File: src/rtl/fwd_pkg.sv
package fwd_pkg;

    localparam int IW    = 32;
    localparam int REG_W = 5;

    typedef enum logic [2:0] {
        CL_NOP    = 3'd0,
        CL_ALU    = 3'd1,
        CL_LOAD   = 3'd2,
        CL_STORE  = 3'd3,
        CL_BRANCH = 3'd4,
        CL_JUMP   = 3'd5
    } iclass_e;

    typedef enum logic [1:0] {
        SRC_LATCH = 2'd0,
        SRC_C     = 2'd1,
        SRC_LMDR  = 2'd2,
        SRC_LMDR1 = 2'd3
    } fsrc_e;

    function automatic iclass_e ir_class(input logic [IW-1:0] w);
        iclass_e c;
        case (w[31:29])
            3'd1:    c = CL_ALU;
            3'd2:    c = CL_LOAD;
            3'd3:    c = CL_STORE;
            3'd4:    c = CL_BRANCH;
            3'd5:    c = CL_JUMP;
            default: c = CL_NOP;
        endcase
        return c;
    endfunction

    function automatic logic ir_imm(input logic [IW-1:0] w);
        return w[28];
    endfunction

    function automatic logic [REG_W-1:0] ir_dest(input logic [IW-1:0] w);
        return w[27:23];
    endfunction

    function automatic logic [REG_W-1:0] ir_src1(input logic [IW-1:0] w);
        return w[22:18];
    endfunction

    function automatic logic [REG_W-1:0] ir_src2(input logic [IW-1:0] w);
        return w[17:13];
    endfunction

    function automatic logic is_mem_class(input iclass_e c);
        return (c == CL_LOAD) || (c == CL_STORE);
    endfunction

endpackage

File: src/rtl/fwd_late_stage.sv
module fwd_late_stage
    import fwd_pkg::*;
#(
    parameter int XLEN = 32
) (
    input  logic             clk,
    input  logic             rst,
    input  logic             wb_is_load,
    input  logic [REG_W-1:0] wb_dest,
    input  logic [XLEN-1:0]  lmdr,
    output logic             late_is_load,
    output logic [REG_W-1:0] late_dest,
    output logic [XLEN-1:0]  lmdr1
);

    always_ff @(posedge clk) begin
        if (rst) begin
            late_is_load <= 1'b0;
            late_dest    <= '0;
            lmdr1        <= '0;
        end else begin
            late_is_load <= wb_is_load;
            late_dest    <= wb_dest;
            lmdr1        <= lmdr;
        end
    end

endmodule

File: src/rtl/fwd_operand.sv
module fwd_operand
    import fwd_pkg::*;
#(
    parameter int XLEN = 32
) (
    input  logic [REG_W-1:0] src,
    input  logic             mem_is_alu,
    input  logic [REG_W-1:0] mem_dest,
    input  logic             wb_is_load,
    input  logic [REG_W-1:0] wb_dest,
    input  logic             late_is_load,
    input  logic [REG_W-1:0] late_dest,
    input  logic [XLEN-1:0]  latched,
    input  logic [XLEN-1:0]  c_res,
    input  logic [XLEN-1:0]  lmdr,
    input  logic [XLEN-1:0]  lmdr1,
    output fsrc_e            sel,
    output logic [XLEN-1:0]  value
);

    logic hit_mem, hit_wb, hit_late;

    always_comb begin
        hit_mem  = mem_is_alu && (mem_dest == src);
        hit_wb   = wb_is_load && (wb_dest == src);
        hit_late = wb_is_load && late_is_load && (late_dest == src);

        if (hit_mem)       sel = SRC_C;
        else if (hit_wb)   sel = SRC_LMDR;
        else if (hit_late) sel = SRC_LMDR1;
        else               sel = SRC_LATCH;

        case (sel)
            SRC_C:     value = c_res;
            SRC_LMDR:  value = lmdr;
            SRC_LMDR1: value = lmdr1;
            default:   value = latched;
        endcase
    end

endmodule

File: src/rtl/fwd_addr_data.sv
module fwd_addr_data
    import fwd_pkg::*;
#(
    parameter int XLEN = 32
) (
    input  iclass_e          ex_cls,
    input  logic [REG_W-1:0] ex_src2,
    input  logic [XLEN-1:0]  first_op,
    input  logic [XLEN-1:0]  imm,
    input  logic             mem_is_alu,
    input  logic [REG_W-1:0] mem_dest,
    input  logic [XLEN-1:0]  b_lat,
    input  logic [XLEN-1:0]  c_res,
    output logic [XLEN-1:0]  mar_next,
    output logic [XLEN-1:0]  smdr_next
);

    logic data_hit;

    always_comb begin
        data_hit  = mem_is_alu && (mem_dest == ex_src2);
        mar_next  = '0;
        smdr_next = '0;
        if (is_mem_class(ex_cls)) begin
            mar_next = first_op + imm;
        end
        if (ex_cls == CL_STORE) begin
            smdr_next = data_hit ? c_res : b_lat;
        end
    end

endmodule

File: src/rtl/fwd_exec_bypass.sv
module fwd_exec_bypass
    import fwd_pkg::*;
#(
    parameter int XLEN = 32
) (
    input  logic            clk,
    input  logic            rst,
    input  logic [IW-1:0]   ex_ir,
    input  logic [IW-1:0]   mem_ir,
    input  logic [IW-1:0]   wb_ir,
    input  logic [XLEN-1:0] a_lat,
    input  logic [XLEN-1:0] b_lat,
    input  logic [XLEN-1:0] c_res,
    input  logic [XLEN-1:0] lmdr,
    input  logic [XLEN-1:0] imm,
    output logic [XLEN-1:0] alu_a,
    output logic [XLEN-1:0] alu_b,
    output logic [XLEN-1:0] mar_next,
    output logic [XLEN-1:0] smdr_next
);

    localparam int NOPS = 2;

    iclass_e          ex_cls;
    logic             ex_imm;
    logic [REG_W-1:0] src [NOPS];
    logic [XLEN-1:0]  lat [NOPS];
    logic [XLEN-1:0]  fwd [NOPS];
    fsrc_e            sel [NOPS];

    logic             mem_is_alu, wb_is_load, late_is_load;
    logic [REG_W-1:0] mem_dest, wb_dest, late_dest;
    logic [XLEN-1:0]  lmdr1;

    always_comb begin
        ex_cls     = ir_class(ex_ir);
        ex_imm     = ir_imm(ex_ir);
        src[0]     = ir_src1(ex_ir);
        src[1]     = ir_src2(ex_ir);
        lat[0]     = a_lat;
        lat[1]     = b_lat;
        mem_is_alu = (ir_class(mem_ir) == CL_ALU);
        mem_dest   = ir_dest(mem_ir);
        wb_is_load = (ir_class(wb_ir) == CL_LOAD);
        wb_dest    = ir_dest(wb_ir);
    end

    fwd_late_stage #(.XLEN(XLEN)) u_late (
        .clk          (clk),
        .rst          (rst),
        .wb_is_load   (wb_is_load),
        .wb_dest      (wb_dest),
        .lmdr         (lmdr),
        .late_is_load (late_is_load),
        .late_dest    (late_dest),
        .lmdr1        (lmdr1)
    );

    for (genvar g = 0; g < NOPS; g++) begin : g_op
        fwd_operand #(.XLEN(XLEN)) u_op (
            .src          (src[g]),
            .mem_is_alu   (mem_is_alu),
            .mem_dest     (mem_dest),
            .wb_is_load   (wb_is_load),
            .wb_dest      (wb_dest),
            .late_is_load (late_is_load),
            .late_dest    (late_dest),
            .latched      (lat[g]),
            .c_res        (c_res),
            .lmdr         (lmdr),
            .lmdr1        (lmdr1),
            .sel          (sel[g]),
            .value        (fwd[g])
        );
    end

    always_comb begin
        alu_a = fwd[0];
        alu_b = ex_imm ? imm : fwd[1];
    end

    fwd_addr_data #(.XLEN(XLEN)) u_ad (
        .ex_cls     (ex_cls),
        .ex_src2    (src[1]),
        .first_op   (fwd[0]),
        .imm        (imm),
        .mem_is_alu (mem_is_alu),
        .mem_dest   (mem_dest),
        .b_lat      (b_lat),
        .c_res      (c_res),
        .mar_next   (mar_next),
        .smdr_next  (smdr_next)
    );

endmodule

File: config.mk
export PLATFORM = sky130hd
export DESIGN_NAME = fwd_exec_bypass
export DESIGN_NICKNAME = d
export VERILOG_FILES = /design/src/rtl/fwd_pkg.sv /design/src/rtl/fwd_late_stage.sv /design/src/rtl/fwd_operand.sv /design/src/rtl/fwd_addr_data.sv /design/src/rtl/fwd_exec_bypass.sv
export SDC_FILE = /design/constraint.sdc
export NUM_CORES = 1
export LEC_CHECK = 0
export CAP_MARGIN = 20
export CORE_AREA = 3 3 149 151
export DETAILED_ROUTE_END_ITERATION = 6
export DIE_AREA = 0 0 152 154
export PLACE_DENSITY_LB_ADDON = 0.08
export RECOVER_POWER = 50
export SYNTH_ARGS = -nofsm -noshare
export SYNTH_HDL_FRONTEND = slang
export SYNTH_HIERARCHICAL = 1
export SYNTH_SLANG_ARGS = --single-unit
File: constraint.sdc
create_clock -name clk -period 11.3 [get_ports clk]
set_input_delay 3.39 -clock clk [delete_from_list [all_inputs] [get_ports clk]]
set_output_delay 3.39 -clock clk [all_outputs]
set_load 0.03 [all_outputs]
==> flow_summary.ini, run 1 <==
[pwr]
powerDensity_nw_per_um2 = 70.5
cellLeakagePower_nw = 4.82
peakVddDrop_v = 0.0000520

[clocking]
clock-sinks = 38
cts_tree = built
clk_pin_slew_ns = 0.06
cts_max_level = 2
cts.path.max_buffers = 2
cts_inserted_buffers = 5
cts-root-buf = clkbuf_16

[timing]
fmax_mhz = 90.1
period_minus_slack_ns = 11.10
max_slew_margin_pct = -139
hold_viol = 0
maxSlewViolCount = 39
worst_pin_slew_ns = 3.58
timing.final.crit_share_pct = 98.2
setup_violations = 0
worst_slack_ns = 0.204

[routing]
antenna_left = 0
wl_um = 31700
vias_per_cell = 5.33
drc_errors = 0
met1_length_um = 13500
wl_per_cell_um = 21.0
highest_layer = met4
first_pass_iters = 5
routed-via-count = 8032
routed-wl-met2_um = 15600
met3_length_um = 1870
drt_first_iter_violations = 378

[setup_path]
critPathLaunchType = input port
cp_data_arrival_time_ns = 7.71
end_kind = primary output
worst-path-max-fanout = 7
cp_data_required_time_ns = 7.91
critPathKind = input port to primary output

[global_routing]
antenna_found_initial = 0
grt_pass1_wl_um = 47000
grt_pass1_vias = 8168
grt_usage_pct = 25.2
grt_max_degree = 39
globalRouteOverflowTotal = 0

[layout]
regArea_um2 = 761
fillers = 2003
design_area_um2 = 11700
finalNetCount = 1525
n_antenna_cell = 0
drive_above_1_share_pct = 32.1
multi_input_area_um2 = 5730
syn2layout_area_growth_pct = 83.4
instances_no_fill = 1508

[die]
die_width_um = 152
coreArea_um2 = 21000
die_area_um2 = 23400
ios = 386
rows = 53
start_util_pct = 30.6
die_h_um = 154

[yosys]
syn_area_um2 = 6400
avgSynthCellArea_um2 = 8.05
yosysWarnings = 6
syn_nets = 1087
netlist_instances = 795

[placement]
dp_worst_setup_slack_ns = -0.384
dpl.cell_count = 1480
gp_congestion = 0.894
place_area_um2 = 10800
io_buffers = 319
dp_hpwl_um = 24400

[worst_hold_path]
hold_class = input port to flip-flop

[outcome]
status = finished, violations left
violations = capacitance limit, slew limit

[job]
max-cap-violations = 1
==> report_power, final <==
part / switching (mW) / total (mW) / leakage, nW / internal, mW
combinational: 0.244 / 0.507 / 4.42 / 0.263
clock: 0.0657 / 0.175 / 0.0829 / 0.109
sequential: 0.00446 / 0.146 / 0.317 / 0.141
==> worst paths after layout <==
check	start	cells after the start	end
setup / recovery	wb_ir[30]	24	mar_next[23]
hold / removal	lmdr[29]	2	u_late/lmdr1[29]$_SDFF_PP0_
==> critical path: stages <==
cell	delay, ns
clkdlybuf4s15_1	0.19
inv_2	0.05
ha_4	0.25
a21oi_1	0.04
a2111oi_2	0.38
buf_4	0.18
nand2_2	0.07
nor4_4	0.22
buf_4	0.16
o211ai_4	0.10
buf_6	0.15
buf_12	0.12
buf_16	0.14
o221ai_2	0.17
a2bb2oi_2	0.09
ha_1	0.30
o211ai_1	0.15
o211ai_1	0.19
a211o_1	0.34
a221o_2	0.44
a21oi_2	0.16
xor2_1	0.19
nor2_1	0.06
buf_4	0.18
==> sequential cells by signal, summed over array words and instances (netlist names) <==
signal / count
u_late/lmdr1: 32
u_late/late_dest: 5
u_late/late_is_load: 1
==> metal layers <==
layer | up-vias | global-route usage (%)
met5 | - | 0
met4 | 0 | 6.42
met2 | 334 | 45.0
li1 | 3859 | -
met1 | 3790 | 31.1
met3 | 49 | 5.04
==> final cells by class <==
| cell class | instances | share of cell area, % |
|---|---|---|
| multi-input cells | 679 | 48.8 |
| repair buffers | 494 | 39.9 |
| inverters | 15 | 0.479 |
| flip-flops and latches | 38 | 6.48 |
| clock inverters | 1 | 0.256 |
| clock buffers | 6 | 1.18 |
| well taps | 275 | 2.93 |
==> stage by stage <==
stage / util (%) / TNS (ns) / hold WS [ns] / power, mW
after floorplan: - / -0.000676 / 3.52 / 0.379
after global placement: 51.6 / -3.22 / 4.02 / 0.618
after detailed placement: 51.6 / -3.99 / 4.02 / 0.620
after CTS: 54.5 / 0 / 3.70 / 0.815
after global routing: 56.0 / -0.0979 / 3.72 / 0.867
final: 56.0 / 0 / 3.72 / 0.827
==> repair_timing <==
action / in CTS / in global routing
hold endpoints to repair: 0 / 0
setup endpoints to repair: 18 / 17
hold buffers: 0 / 0
gates cloned: 1 / 0
gates resized for setup: 58 / 49
pin swaps: 28 / 26
setup buffers: 13 / 6
==> layout by cell type, fill, tap and decap left out, types with 8 or more instances in the layout <==
| cell type | instances |
|---|---|
| dlygate4sd3_1 | 16 |
| xnor2_1 | 27 |
| nand2_1 | 94 |
| mux2i_1 | 33 |
| inv_1 | 14 |
| a2bb2oi_1 | 48 |
| buf_12 | 22 |
| o221ai_1 | 48 |
| nor3_1 | 8 |
| ha_1 | 22 |
| dfxtp_1 | 38 |
| clkdlybuf4s50_1 | 242 |
| nor2b_1 | 16 |
| a2bb2oi_2 | 14 |
| nand4_1 | 10 |
| nor2_1 | 74 |
| xor2_1 | 32 |
| o21ai_0 | 14 |
| mux2_4 | 30 |
| o221ai_2 | 16 |
| a21oi_2 | 12 |
| nor2b_4 | 20 |
| buf_4 | 199 |
| a21oi_1 | 28 |
Power figures use the tool's default switching activity.
==> run 2: changes to the inputs <==
--- a/config.mk
+++ b/config.mk
@@ -7,6 +7,7 @@
 export LEC_CHECK = 0
 export CAP_MARGIN = 20
 export CORE_AREA = 3 3 149 151
+export CTS_CLUSTER_DIAMETER = 80
 export DETAILED_ROUTE_END_ITERATION = 6
 export DIE_AREA = 0 0 152 154
 export PLACE_DENSITY_LB_ADDON = 0.08
==> results of run 2 <==
The final DEF is identical to that of run 1; final timing and power are the same.
